### src/rtl/rxq_pkg.sv
package rxq_pkg;

    localparam int CHAR_W = 9;
    localparam int REG_W  = 9;

    localparam int B_THR_LO  = 0;
    localparam int B_ADDR_EN = 2;
    localparam int B_NINE    = 3;
    localparam int B_OVF     = 4;
    localparam int B_AVAIL   = 5;
    localparam int B_IDLE    = 6;
    localparam int B_PERR    = 7;
    localparam int B_FERR    = 8;

    typedef enum logic [1:0] {
        THR_ANY  = 2'b00,
        THR_HALF = 2'b01,
        THR_3Q   = 2'b10,
        THR_RSVD = 2'b11
    } thr_sel_e;

    typedef enum logic {
        SEL_CTRL = 1'b0,
        SEL_DATA = 1'b1
    } reg_sel_e;

    typedef struct packed {
        logic [CHAR_W-1:0] data;
        logic              perr;
        logic              ferr;
    } rx_char_t;

    typedef struct packed {
        thr_sel_e thr;
        logic     addr_en;
        logic     nine_bit;
    } rx_ctrl_t;

    // Fill level at which the interrupt asserts; reserved code acts as "any".
    function automatic int unsigned fill_level(thr_sel_e sel, int unsigned depth);
        case (sel)
            THR_HALF: fill_level = depth / 2;
            THR_3Q:   fill_level = (3 * depth) / 4;
            default:  fill_level = 1;
        endcase
    endfunction

endpackage

### src/rtl/rxq_filter.sv
module rxq_filter
    import rxq_pkg::*;
(
    input  rx_ctrl_t ctrl,
    input  rx_char_t chr_in,
    output logic     keep,
    output rx_char_t chr_out
);
    always_comb begin
        chr_out = chr_in;
        if (!ctrl.nine_bit) begin
            chr_out.data[CHAR_W-1] = 1'b0;
        end
        keep = !(ctrl.nine_bit && ctrl.addr_en && !chr_in.data[CHAR_W-1]);
    end
endmodule

### src/rtl/rxq_fifo.sv
module rxq_fifo
    import rxq_pkg::*;
#(
    parameter int DEPTH = 8
) (
    input  logic                       clk,
    input  logic                       rst,
    input  logic                       flush,
    input  logic                       push,
    input  rx_char_t                   wr_item,
    input  logic                       pop,
    output rx_char_t                   rd_item,
    output logic [$clog2(DEPTH+1)-1:0] count,
    output logic                       full,
    output logic                       empty
);
    localparam int PTR_W = (DEPTH > 1) ? $clog2(DEPTH) : 1;
    localparam int CNT_W = $clog2(DEPTH + 1);
    localparam logic [PTR_W-1:0] LAST = PTR_W'(DEPTH - 1);

    rx_char_t         mem [DEPTH];
    logic [PTR_W-1:0] wr_ptr, rd_ptr;

    logic do_push, do_pop;

    assign full    = (count == CNT_W'(DEPTH));
    assign empty   = (count == '0);
    assign do_push = push && !full && !flush;
    assign do_pop  = pop && !empty && !flush;
    assign rd_item = mem[rd_ptr];

    always_ff @(posedge clk) begin
        if (do_push) begin
            mem[wr_ptr] <= wr_item;
        end
    end

    always_ff @(posedge clk) begin
        if (rst || flush) begin
            wr_ptr <= '0;
            rd_ptr <= '0;
            count  <= '0;
        end else begin
            if (do_push) begin
                wr_ptr <= (wr_ptr == LAST) ? '0 : wr_ptr + 1'b1;
            end
            if (do_pop) begin
                rd_ptr <= (rd_ptr == LAST) ? '0 : rd_ptr + 1'b1;
            end
            case ({do_push, do_pop})
                2'b10:   count <= count + 1'b1;
                2'b01:   count <= count - 1'b1;
                default: count <= count;
            endcase
        end
    end
endmodule

### src/rtl/rxq_irq.sv
module rxq_irq
    import rxq_pkg::*;
#(
    parameter int DEPTH = 8
) (
    input  logic [$clog2(DEPTH+1)-1:0] count,
    input  thr_sel_e                   thr,
    output logic                       irq
);
    localparam int CNT_W = $clog2(DEPTH + 1);

    logic [CNT_W-1:0] level;

    always_comb begin
        level = CNT_W'(fill_level(thr, DEPTH));
        irq   = (count >= level);
    end
endmodule

### src/rtl/rxq_top.sv
module rxq_top
    import rxq_pkg::*;
#(
    parameter int DEPTH = 8
) (
    input  logic             clk,
    input  logic             rst,
    input  logic             chr_valid,
    input  logic [8:0]       chr_data,
    input  logic             chr_perr,
    input  logic             chr_ferr,
    input  logic             rx_busy,
    input  logic             reg_sel,
    input  logic             reg_wr,
    input  logic             reg_rd,
    input  logic [8:0]       reg_wdata,
    output logic [8:0]       reg_rdata,
    output logic             irq,
    output logic             deser_flush
);
    localparam int CNT_W = $clog2(DEPTH + 1);

    rx_ctrl_t         ctrl;
    logic             ovf;
    rx_char_t         in_chr, kept_chr, head;
    logic             keep;
    logic             accept, push, pop, full, empty;
    logic             ctrl_wr, clear_ovf;
    logic [CNT_W-1:0] count;
    logic [REG_W-1:0] status;

    assign in_chr = '{data: chr_data, perr: chr_perr, ferr: chr_ferr};

    rxq_filter u_filt (
        .ctrl    (ctrl),
        .chr_in  (in_chr),
        .keep    (keep),
        .chr_out (kept_chr)
    );

    assign ctrl_wr     = reg_wr && (reg_sel == SEL_CTRL);
    assign clear_ovf   = ctrl_wr && !reg_wdata[B_OVF] && ovf;
    assign deser_flush = clear_ovf;
    assign accept      = chr_valid && keep;
    assign push        = accept && !ovf;
    assign pop         = reg_rd && (reg_sel == SEL_DATA);

    rxq_fifo #(.DEPTH(DEPTH)) u_fifo (
        .clk     (clk),
        .rst     (rst),
        .flush   (clear_ovf),
        .push    (push),
        .wr_item (kept_chr),
        .pop     (pop),
        .rd_item (head),
        .count   (count),
        .full    (full),
        .empty   (empty)
    );

    rxq_irq #(.DEPTH(DEPTH)) u_irq (
        .count (count),
        .thr   (ctrl.thr),
        .irq   (irq)
    );

    always_ff @(posedge clk) begin
        if (rst) begin
            ctrl <= '{thr: THR_ANY, addr_en: 1'b0, nine_bit: 1'b0};
            ovf  <= 1'b0;
        end else begin
            if (ctrl_wr) begin
                ctrl.thr      <= thr_sel_e'(reg_wdata[B_THR_LO +: 2]);
                ctrl.addr_en  <= reg_wdata[B_ADDR_EN];
                ctrl.nine_bit <= reg_wdata[B_NINE];
            end
            if (clear_ovf) begin
                ovf <= 1'b0;
            end else if (accept && full) begin
                ovf <= 1'b1;
            end
        end
    end

    always_comb begin
        status               = '0;
        status[B_THR_LO +: 2] = ctrl.thr;
        status[B_ADDR_EN]    = ctrl.addr_en;
        status[B_NINE]       = ctrl.nine_bit;
        status[B_OVF]        = ovf;
        status[B_AVAIL]      = !empty;
        status[B_IDLE]       = !rx_busy;
        status[B_PERR]       = !empty && head.perr;
        status[B_FERR]       = !empty && head.ferr;
        if (reg_sel == SEL_DATA) begin
            reg_rdata = empty ? '0 : head.data;
        end else begin
            reg_rdata = status;
        end
    end
endmodule

### config.mk
export PLATFORM = sky130hd
export DESIGN_NAME = rxq_top
export DESIGN_NICKNAME = d
export VERILOG_FILES = /design/src/rtl/rxq_pkg.sv /design/src/rtl/rxq_filter.sv /design/src/rtl/rxq_fifo.sv /design/src/rtl/rxq_irq.sv /design/src/rtl/rxq_top.sv
export SDC_FILE = /design/constraint.sdc
export NUM_CORES = 1
export LEC_CHECK = 0
export ABC_CLOCK_PERIOD_IN_PS = 7050
export BUFFER_PORTS_ARGS = -buffer_cell sky130_fd_sc_hd__buf_2
export CELL_PAD_IN_SITES_DETAIL_PLACEMENT = 0
export CELL_PAD_IN_SITES_GLOBAL_PLACEMENT = 1
export CORE_MARGIN = 2
export CORE_UTILIZATION = 30
export CTS_CLUSTER_DIAMETER = 150
export DETAILED_ROUTE_END_ITERATION = 7
export PLACE_DENSITY = 0.49
export SYNTH_ARGS = -nofsm -noshare
export SYNTH_HDL_FRONTEND = slang
export SYNTH_SLANG_ARGS = --single-unit
### constraint.sdc
create_clock -name clk -period 7.05 [get_ports clk]
set_input_delay 0.705 -clock clk [delete_from_list [all_inputs] [get_ports clk]]
set_output_delay 0.705 -clock clk [all_outputs]
set_load 0.01 [all_outputs]
==> results of run 1 <==
==> cell usage after synthesis, types with 4 or more instances <==
| library cell | number |
|---|---|
| sky130_fd_sc_hd__a211oi_1 | 4 |
| sky130_fd_sc_hd__a21oi_1 | 7 |
| sky130_fd_sc_hd__a221o_1 | 6 |
| sky130_fd_sc_hd__dfxtp_1 | 18 |
| sky130_fd_sc_hd__edfxtp_1 | 88 |
| sky130_fd_sc_hd__ha_1 | 11 |
| sky130_fd_sc_hd__inv_1 | 6 |
| sky130_fd_sc_hd__mux2i_1 | 11 |
| sky130_fd_sc_hd__mux4_2 | 22 |
| sky130_fd_sc_hd__nand2_1 | 6 |
| sky130_fd_sc_hd__nand2b_1 | 5 |
| sky130_fd_sc_hd__nor2_1 | 20 |
| sky130_fd_sc_hd__nor2b_1 | 5 |
==> worst register-to-register path: cells and delay by family (launching register included) <==
family,cells,cell delay [ps]
AND/OR/NAND/NOR,3,1110
adder cells (fa/ha/maj),2,440
flip-flops,1,410
AO/OA/AOI/OAI,2,280
XOR/XNOR,2,250
buffers and inverters,1,100
==> placed cells by master, fill, tap and decap left out, drive strengths merged, types with 7 or more instances in the layout <==
cell type / n
a21oi: 7
ha: 11
edfxtp: 88
buf: 43
nor2: 20
mux4: 22
mux2i: 11
dfxtp: 18
inv: 8
clkbuf: 11
==> worst max-delay path by stage <==
stage                 from                to  depth (start not counted)
2_1_floorplan  chr_data[8]  u_fifo.mem[1][0]                          4
3_5_place_dp       reg_sel      reg_rdata[2]                          5
4_1_cts          flip-flop      reg_rdata[7]                          6
5_1_grt          flip-flop      reg_rdata[8]                          6
6_report         flip-flop      reg_rdata[7]                          6
3_3_place_gp       reg_sel      reg_rdata[2]                          5
==> per-layer routing <==
metal | wire, um | GRT usage, %
met5 | 0 | 0
met4 | 119 | 3.77
met3 | 375 | 4.77
met2 | 4400 | 20.1
met1 | 4360 | 16.7
==> power by group <==
part / internal, mW / total (mW) / switching, mW / leakage [nW]
combinational: 0.0972 / 0.210 / 0.113 / 0.673
clock: 0.279 / 0.504 / 0.225 / 0.142
sequential: 0.703 / 0.722 / 0.0193 / 0.947
==> flip-flops by register name (all words and copies together), names as in the netlist, named ones only <==
signal / count
u_fifo.wr_ptr: 3
u_fifo.mem: 88
ctrl: 4
u_fifo.rd_ptr: 3
ovf: 1
u_fifo.count: 4
==> final cells by class <==
class	count	area [um^2]	area share [%]
clock inverters	5	62.6	1.24
flip-flops and latches	106	3000	59.4
clock buffers	11	233	4.60
repair buffers	43	240	4.75
inverters	6	22.5	0.445
diodes	1	2.50	0.0495
multi-input cells	129	1270	25.1
well taps	180	225	4.45
==> logic make-up after synthesis <==
kind of cell,after synthesis
and+or+nand+nor,57
adders and majority gates,11
AOI/OAI and AO/OA,25
DFF,106
buffers and inverters,16
xor gates and xnor gates,3
muxes,33
==> insert_results.sql, run 1 <==
INSERT INTO impl_metrics (metric_group, metric, value, unit) VALUES
('outcome', 'run_status', 'completed', ''),
('synthesis', 'mappedNetlistArea', '0.00435', 'mm^2'),
('place', 'gp_congestion', '0.672', ''),
('sta', 'relSlewSlack', '46.0', '%'),
('clock_network', 'clockBufferDepth', '2', ''),
('clock_network', 'cts_max_level', '3', ''),
('synthesis', 'synth_compound_area_share', '4.20', '%'),
('sta', 'maxSlewViolCount', '0', ''),
('die', 'die_area', '0.0155', 'mm^2'),
('detailed_routing', 'total_wire_length', '9.26', 'mm'),
('setup_path', 'reg2reg_from', 'u_fifo.count[1]', ''),
('clock_network', 'cts_buffers', '9', ''),
('detailed_routing', 'via_count', '2304', ''),
('global_routing', 'grt_usage', '12.8', '%'),
('global_routing', 'grt_total_ovfl', '0', ''),
('sta', 'setup_viol', '0', ''),
('setup_path', 'worst-r2r-cell-count', '10', ''),
('clock_network', 'ctsResizeCount', '0', ''),
('setup_path', 'worstSetupEndpointType', 'output port', ''),
('die', 'initial_core_util', '31.0', '%'),
('clock_network', 'clock_tree_root', 'sky130_fd_sc_hd__clkbuf_16', ''),
('die', 'core_region_area', '0.0140', 'mm^2'),
('synthesis', 'synth_simple_gate_area_share', '7.05', '%'),
('setup_path', 'critical-path-slowest-cell', 'sky130_fd_sc_hd__mux4_2', ''),
('power', 'leakage', '1.76', 'nW'),
('detailed_routing', 'drt-pass1-iter-count', '4', ''),
('detailed_routing', 'viasPerCell', '4.79', ''),
('clock_network', 'worst_setup_hold_path_clk_slew', '60', 'ps'),
('setup_path', 'timing.setup.critical_path_class', 'flip-flop to output port', ''),
('setup_path', 'start_kind', 'flip-flop', ''),
('setup_path', 'critPathMaxStageDelay', '570', 'ps'),
('global_routing', 'antenna_found_initial', '1', ''),
('synthesis', 'post_synth_mux_area_share', '13.9', '%'),
('clock_network', 'clk-insertion-delay-late', '350', 'ps'),
('min_path', 'hold-path-cell-count', '2', ''),
('sta', 'fin_crit_sh', '42.6', '%'),
('layout', 'final_cell_count_no_fill', '481', ''),
('synthesis', 'postSynthNetCount', '289', ''),
('layout', 'area_delta_synth_final', '16.3', '%'),
('synthesis', 'ys_ff_latch', '106', ''),
('die', 'die_w', '124', 'um'),
('clock_network', 'number_of_sinks_handled_by_clock_tree_synthesis', '106', ''),
('synthesis', 'synth_top_area_share', '60.8', '%'),
('clock_network', 'post-cts-setup-buffer-count', '0', ''),
('synthesis', 'synth.avg_cell_area', '17.3', 'um^2'),
('place', 'postPlaceCellArea', '0.00476', 'mm^2'),
('sta', 'worst_clock_skew', '7.36', 'ps'),
('setup_path', 'crit_buf_inv', '2', ''),
('setup_path', 'critical-path-top-delay-family', 'buffers and inverters', ''),
('synthesis', 'yosys_most_used_dff', 'sky130_fd_sc_hd__edfxtp_1', ''),
('sta', 'fin_setup_tns', '0', 'ps'),
('power', 'finalPower', '1.44', 'mW'),
('sta', 'post-route-worst-setup-slack', '4040', 'ps'),
('power', 'max-vdd-ir-drop', '190', 'uV'),
('die', 'io_pins', '38', ''),
('synthesis', 'post_synth_num_cell_types', '34', ''),
('synthesis', 'synth_top_family_by_area', 'multiplexers', ''),
('setup_path', 'critPathArrivalTime', '2300', 'ps'),
('synthesis', 'ys.warnings.count', '0', ''),
('layout', 'postLayoutCoreUtil', '36.0', '%'),
('setup_path', 'worst-endpoint-required', '6340', 'ps'),
('layout', 'layout.nets', '333', ''),
('layout', 'final_layout_size_suffix_gt1_share', '28.7', '%'),
('synthesis', 'synth-adder-area-share', '3.17', '%'),
('place', 'port_buffers', '33', ''),
('detailed_routing', 'drt_wl_cell', '19.3', 'um'),
('min_path', 'worst_hold_startpoint', 'u_fifo.rd_ptr[1]', ''),
('synthesis', 'netlist_top_cells_area', 'sky130_fd_sc_hd__edfxtp_1 (61%), sky130_fd_sc_hd__mux4_2 (11%), sky130_fd_sc_hd__dfxtp_1 (8.3%)', ''),
('sta', 'finalHoldWorstSlack', '485', 'ps'),
('synthesis', 'netlist_instances', '251', ''),
('setup_path', 'ff2ff_setup_slack', '4410', 'ps');
(Power assumes the default switching activity.)
==> run 2, diff against run 1 <==
ABC_CLOCK_PERIOD_IN_PS = 2600   (was 7050)
PLACE_DENSITY = 0.5   (was 0.49)
clock period = 2.6 ns   (was 7.05 ns; I/O delays follow)
==> run 2 against run 1 <==
- sequential share of layout area shrank 1.0 points
- via count grew 0.87%
- cell count grew 1.7%
- routed wire length grew 0.40%
- sequential power grew to 2.7 times the previous value
- die area is the same
- highest routed layer unchanged
- clock power grew to 2.7 times the previous value
- flip-flop and latch count is the same
==> insert_results.sql, run 2 (synthesis gave the netlist of run 1 again) <==
INSERT INTO impl_metrics (metric_group, metric, value, unit) VALUES
('outcome', 'run_status', 'completed', ''),
('die', 'die_area', '0.0155', 'mm^2'),
('sta', 'hold_viol', '0', ''),
('setup_path', 'worstSetupEndpointType', 'flip-flop', ''),
('detailed_routing', 'viasPerCell', '4.75', ''),
('place', 'port_buffers', '33', ''),
('die', 'die_w', '124', 'um'),
('global_routing', 'antenna_found_initial', '0', ''),
('clock_network', 'post-cts-setup-buffer-count', '0', ''),
('clock_network', 'worst_setup_hold_path_clk_slew', '70', 'ps'),
('clock_network', 'clockBufferDepth', '2', ''),
('sta', 'maxSlewViolCount', '0', ''),
('power', 'max-vdd-ir-drop', '372', 'uV'),
('die', 'floorplan.die.height', '124', 'um'),
('setup_path', 'crit_buf_inv', '1', ''),
('layout', 'mostFrequentLayoutCells', 'sky130_fd_sc_hd__edfxtp_1 (88), sky130_fd_sc_hd__buf_2 (33), sky130_fd_sc_hd__mux4_2 (22)', ''),
('place', 'gp_congestion', '0.668', ''),
('die', 'io_pins', '38', ''),
('global_routing', 'number_of_global_route_vias_before_repair', '2375', ''),
('die', 'initial_core_util', '31.0', '%'),
('layout', 'num_antenna_cells', '0', ''),
('detailed_routing', 'drt_iter0_drc', '100', ''),
('sta', 'max_freq', '421', 'MHz'),
('sta', 'worst_clock_skew', '8.14', 'ps'),
('setup_path', 'timing.critical_path.from', 'u_fifo.count[0]', ''),
('clock_network', 'number_of_sinks_handled_by_clock_tree_synthesis', '106', ''),
('clock_network', 'clock_tree_root', 'sky130_fd_sc_hd__clkbuf_16', ''),
('layout', 'number_of_flip_flops_under_the_largest_register_name', '88', ''),
('layout', 'number_of_fill_cells', '1332', ''),
('global_routing', 'gr-max-usage-layer', 'met2', ''),
('setup_path', 'start_kind', 'flip-flop', ''),
('setup_path', 'worst-r2r-cell-count', '10', ''),
('min_path', 'hold-path-cell-count', '2', ''),
('die', 'core_region_area', '0.0140', 'mm^2'),
('setup_path', 'crit_path_cell_trace', 'or4_4 > nand3_1 > inv_1 > ha_2 > xor2_1 > ha_1 > a21oi_1 > xor2_1 > or3_1 > a21oi_1', ''),
('global_routing', 'grt_max_degree', '19', ''),
('detailed_routing', 'remaining_drc_errors', '0', ''),
('place', 'dp_slack', '187', 'ps'),
('layout', 'area.sequential', '0.00300', 'mm^2'),
('setup_path', 'critical_path.max_fanout', '5', ''),
('setup_path', 'worst-endpoint-required', '2870', 'ps'),
('setup_path', 'critical-path-slowest-cell', 'sky130_fd_sc_hd__or4_4', ''),
('setup_path', 'reg2reg_from', 'u_fifo.count[0]', ''),
('clock_network', 'tritoncts', 'yes', ''),
('detailed_routing', 'drt_wl_cell', '19.0', 'um'),
('global_routing', 'gr-usage-met2', '19.5', '%'),
('place', 'hpwl', '6.01', 'mm'),
('min_path', 'worst_hold_startpoint', 'rst', ''),
('global_routing', 'grt_pass1_wl', '14.6', 'mm'),
('global_routing', 'grt_usage', '12.6', '%'),
('clock_network', 'cts_max_level', '3', ''),
('detailed_routing', 'total_wire_length', '9.30', 'mm'),
('setup_path', 'timing.setup.critical_path_class', 'flip-flop to flip-flop', ''),
('min_path', 'worst_min_delay_path_class', 'input pin to flip-flop', ''),
('sta', 'worst_pin_slew', '651', 'ps'),
('layout', 'layout.nets', '343', ''),
('setup_path', 'critical-path-top-delay-family', 'simple AND/OR/NAND/NOR gates', ''),
('job', 'maxcap_viol_count', '0', ''),
('sta', 'setup_viol', '0', ''),
('sta', 'rsz0062_at_grt', 'false', ''),
('sta', 'layout_min_cycle_time', '2380', 'ps'),
('global_routing', 'globalRouteMet3Util', '3.22', '%'),
('detailed_routing', 'via_count', '2324', ''),
('min_path', 'holdPathEnd', 'ctrl[0]', ''),
('clock_network', 'clk-insertion-delay-late', '340', 'ps'),
('layout', 'final_layout_size_suffix_gt1_share', '32.0', '%'),
('clock_network', 'cts_buffers', '9', ''),
('power', 'cellPowerDensity', '768', 'mW/mm^2'),
('detailed_routing', 'drt-pass1-iter-count', '6', ''),
('detailed_routing', 'antenna_left', '0', ''),
('die', 'fp-row-count', '43', ''),
('sta', 'relSlewSlack', '56.5', '%'),
('sta', 'fin_crit_sh', '91.4', '%'),
('layout', 'most_common_cell_after_layout_fill_and_taps_aside', 'sky130_fd_sc_hd__edfxtp_1', ''),
('layout', 'max_flop_register', 'u_fifo.mem', ''),
('setup_path', 'endpoint_of_the_worst_register_to_register_path', 'u_fifo.count[2]', ''),
('layout', 'multi_input_comb_area', '0.00127', 'mm^2'),
('layout', 'area_delta_synth_final', '18.4', '%'),
('global_routing', 'groute.layer.met1.usage', '17.7', '%'),
('setup_path', 'critPathMaxStageDelay', '550', 'ps'),
('setup_path', 'critPathArrivalTime', '2650', 'ps'),
('layout', 'registers_with_the_most_flip_flops', 'u_fifo.mem: 88 flops, ctrl: 4 flops, u_fifo.count: 4 flops', ''),
('global_routing', 'grt_total_ovfl', '0', ''),
('sta', 'post-route-worst-setup-slack', '222', 'ps'),
('setup_path', 'ff2ff_setup_slack', '220', 'ps'),
('power', 'leakage', '1.82', 'nW'),
('sta', 'fin_setup_tns', '0', 'ps');
==> run 2: changes by cell type in the layout (fill, tap and decap cells not counted), sizes merged <==
| cell | change |
|---|---|
| clkinv | +1 |
| buf | +10 |
| clkinvlp | -1 |
| inv | +1 |
| diode | -1 |
| clkbuf | -2 |
==> run 2: repair_timing <==
item                                    CTS  global route
endpoints found under the setup margin    0             2
resized for setup                         0             2
hold buffers                              0             0
==> run 2: worst max-delay path by stage <==
stage	endpoint	slack, ps	cells past startpoint
CTS	reg_rdata[2]	70	4
global placement	u_fifo.count[2]	200	10
finish	u_fifo.count[2]	220	10
floorplan	u_fifo.count[2]	150	11
global route	u_fifo.count[2]	70	10
detailed placement	u_fifo.count[2]	190	10
==> run 2: worst reg2reg max path, cell delays in order, from the launching register on <==
cell	delay [ps]
sky130_fd_sc_hd__dfxtp_1	330
sky130_fd_sc_hd__or4_4	550
sky130_fd_sc_hd__nand3_1	120
sky130_fd_sc_hd__inv_1	70
sky130_fd_sc_hd__ha_2	210
sky130_fd_sc_hd__xor2_1	150
sky130_fd_sc_hd__ha_1	180
sky130_fd_sc_hd__a21oi_1	150
sky130_fd_sc_hd__xor2_1	90
sky130_fd_sc_hd__or3_1	320
sky130_fd_sc_hd__a21oi_1	150
==> run 2: routing by layer <==
metal  share of wire [%]  vias to the layer above
met1                  49                     1181
met4                0.96                        0
met5                   0                        -
met3                 2.9                        8
li1                    -                     1096
met2                  47                       39
==> run 2: final cells by class <==
cell class / count / share of cell area (%)
timing repair buffer: 53 / 6.37
inverter: 6 / 0.437
multi-input combinational: 129 / 24.7
clock buffer: 9 / 4.37
clock inverter: 6 / 1.41
sequential: 106 / 58.3
tap: 180 / 4.37
==> run 2: where the power goes <==
| part | total (mW) | internal [mW] | switching, mW |
|---|---|---|---|
| clock | 1.37 | 0.755 | 0.613 |
| combinational | 0.639 | 0.310 | 0.329 |
| sequential | 1.95 | 1.91 | 0.0409 |
==> run 2: stage by stage <==
stage,cell area [um^2],util [%],hold slack (ps),cells,total power [mW]
global placement,4850,34.5,477,474,2.63
detailed placement,4850,34.5,483,474,2.63
finish,5150,36.7,147,489,3.95
global route,5150,36.7,144,489,4.15
floorplan,4350,-,332,251,2.37
CTS,5140,36.6,138,489,4.01
==> run 3, diff against run 2 <==
ABC_CLOCK_PERIOD_IN_PS = 2290   (was 2600)
PLACE_DENSITY = 0.49   (was 0.5)
clock period = 2.29 ns   (was 2.6 ns; I/O delays follow)
==> run 3 against run 2 <==
- global-route usage rose by 0.82 points
- sequential power rose by 13%
- cell count rose by 4.7%
- worst hold slack got worse by 59 ps
- sequential share of layout area fell by 3.5 points
- clock skew rose by 1.9 ps
- clock power rose by 18%
- critical path depth fell by 5
- final area rose by 6.6%
- non-clock buffer count rose by 22
- largest cell class unchanged
- clock-buffer cell count did not move
- via count rose by 3.1%
==> insert_results.sql, run 3 (synthesis gave the netlist of run 1 again) <==
INSERT INTO impl_metrics (metric_group, metric, value, unit) VALUES
('detailed_routing', 'drt_wl_cell', '19.2', 'um'),
('place', 'hpwl', '6.34', 'mm'),
('layout', 'final_cell_area', '0.00549', 'mm^2'),
('clock_network', 'clk-insertion-delay-late', '350', 'ps'),
('layout', 'registers_with_the_most_flip_flops', 'u_fifo.mem: 88 flops, ctrl: 4 flops, u_fifo.count: 4 flops', ''),
('setup_path', 'critPathArrivalTime', '2060', 'ps'),
('sta', 'setup_viol', '0', ''),
('setup_path', 'worstSetupEndpointType', 'output port', ''),
('die', 'floorplan.die.height', '124', 'um'),
('setup_path', 'critPathMaxStageDelay', '540', 'ps'),
('clock_network', 'clock_tree_root', 'sky130_fd_sc_hd__clkbuf_16', ''),
('die', 'initial_core_util', '31.0', '%'),
('setup_path', 'ff2ff_setup_slack', '20', 'ps'),
('sta', 'rsz0062_at_grt', 'true', ''),
('layout', 'mostFrequentLayoutCells', 'sky130_fd_sc_hd__edfxtp_1 (88), sky130_fd_sc_hd__buf_4 (34), sky130_fd_sc_hd__buf_2 (33)', ''),
('power', 'cellPowerDensity', '862', 'mW/mm^2'),
('sta', 'layout_min_cycle_time', '2290', 'ps'),
('sta', 'finalHoldWorstSlack', '88.6', 'ps'),
('setup_path', 'worst-endpoint-required', '2060', 'ps'),
('die', 'core_region_area', '0.0140', 'mm^2'),
('global_routing', 'number_of_global_route_vias_before_repair', '2557', ''),
('power', 'max-vdd-ir-drop', '665', 'uV'),
('detailed_routing', 'antenna_left', '0', ''),
('setup_path', 'timing.setup.critical_path_class', 'flip-flop to output port', ''),
('sta', 'hold_viol', '0', ''),
('sta', 'fin_setup_tns', '0', 'ps'),
('layout', 'final_cell_count_no_fill', '512', ''),
('setup_path', 'crit_path_cell_trace', 'or4_4 > buf_6 > and3_4 > a221o_1 > buf_2', ''),
('clock_network', 'clockBufferDepth', '2', ''),
('setup_path', 'crit_buf_inv', '2', ''),
('sta', 'worst_pin_slew', '515', 'ps'),
('detailed_routing', 'drt_iter0_drc', '181', ''),
('detailed_routing', 'via_count', '2396', ''),
('layout', 'final_layout_size_suffix_gt1_share', '41.3', '%'),
('sta', 'fin_crit_sh', '99.9', '%'),
('die', 'io_pins', '38', ''),
('place', 'postPlaceCellArea', '0.00500', 'mm^2'),
('outcome', 'run_status', 'completed', ''),
('job', 'maxcap_viol_count', '0', ''),
('global_routing', 'grt_total_ovfl', '0', ''),
('place', 'dp_slack', '-40.3', 'ps'),
('layout', 'max_flop_register', 'u_fifo.mem', ''),
('sta', 'worst_clock_skew', '10.0', 'ps'),
('layout', 'layout.nets', '365', ''),
('global_routing', 'grt_pass1_wl', '15.2', 'mm'),
('global_routing', 'grt_usage', '13.4', '%'),
('detailed_routing', 'drt-pass1-iter-count', '4', ''),
('sta', 'max_freq', '437', 'MHz'),
('setup_path', 'reg2reg_from', 'u_fifo.count[0]', ''),
('clock_network', 'number_of_sinks_handled_by_clock_tree_synthesis', '106', ''),
('min_path', 'worst_hold_startpoint', 'rst', ''),
('place', 'place.detailed.instances', '489', ''),
('global_routing', 'grt_max_degree', '23', ''),
('place', 'gp_congestion', '0.695', ''),
('place', 'port_buffers', '33', ''),
('layout', 'area_delta_synth_final', '26.2', '%'),
('min_path', 'worst_min_delay_path_class', 'input pin to flip-flop', ''),
('setup_path', 'critical-path-slowest-cell', 'sky130_fd_sc_hd__or4_4', ''),
('global_routing', 'antenna_found_initial', '0', ''),
('die', 'die_w', '124', 'um'),
('detailed_routing', 'remaining_drc_errors', '0', ''),
('setup_path', 'critical_path.max_fanout', '6', ''),
('detailed_routing', 'viasPerCell', '4.68', ''),
('sta', 'post-route-worst-setup-slack', '1.33', 'ps'),
('layout', 'num_antenna_cells', '0', ''),
('clock_network', 'cts_buffers', '9', ''),
('setup_path', 'critical-path-top-delay-family', 'simple AND/OR/NAND/NOR gates', ''),
('die', 'fp-row-count', '43', ''),
('layout', 'number_of_flip_flops_under_the_largest_register_name', '88', ''),
('clock_network', 'cts_max_level', '3', ''),
('clock_network', 'tritoncts', 'yes', ''),
('clock_network', 'worst_setup_hold_path_clk_slew', '80', 'ps'),
('sta', 'relSlewSlack', '65.5', '%'),
('sta', 'maxSlewViolCount', '0', ''),
('die', 'die_area', '0.0155', 'mm^2'),
('layout', 'most_common_cell_after_layout_fill_and_taps_aside', 'sky130_fd_sc_hd__edfxtp_1', ''),
('detailed_routing', 'total_wire_length', '9.84', 'mm'),
('setup_path', 'start_kind', 'flip-flop', ''),
('setup_path', 'timing.critical_path.from', 'u_fifo.count[1]', ''),
('power', 'leakage', '1.97', 'nW');
## run 3: area by class of cell
type | count | area (um^2)
Timing Repair Buffer | 75 | 579
Multi-Input combinational cell | 129 | 1330
Inverter | 6 | 22.5
Clock buffer | 9 | 225
Sequential cell | 106 | 3010
Clock inverter | 7 | 93.8
Tap cell | 180 | 225
Fill cell | 1317 | 8550
## run 3: per-stage QoR
| step | util, % | power, mW |
|---|---|---|
| 2_1_floorplan | - | 2.70 |
| 6_report | 39.1 | 4.73 |
| 3_5_place_dp | 35.6 | 3.04 |
| 4_1_cts | 38.6 | 4.75 |
| 5_1_grt | 39.1 | 4.96 |
| 3_3_place_gp | 35.6 | 3.04 |
## run 3: report_power, final
group	switching, mW	leakage, nW	internal, mW
Clock	0.736	0.153	0.878
Sequential	0.0403	0.949	2.17
Combinational	0.424	0.867	0.485
Total	1.20	1.97	3.53
## run 3: final timing paths
| check | endpoint | depth (start not counted) |
|---|---|---|
| setup / recovery | reg_rdata[3] | 5 |
| hold / removal | ctrl[3] | 2 |
| setup reg to reg | u_fifo.count[2] | 9 |
| hold reg to reg | u_fifo.rd_ptr[1] | 2 |
## run 3: layer usage
layer  track usage [%]  vias up  routed length [um]
met5                 0        -                   0
met1              18.0     1208                4740
met4              3.17        0                  76
met3              4.08        6                 337
li1                  -     1143                   -
met2              21.4       39                4690
## run 3: what timing repair did
item / in CTS / in global routing
gates resized for setup: 6 / 12
buffers inserted: 4 / 2
hold buffers: 0 / 0
cloned: 1 / 0
pin swaps: 3 / 3
endpoints found under the setup margin: 10 / 17
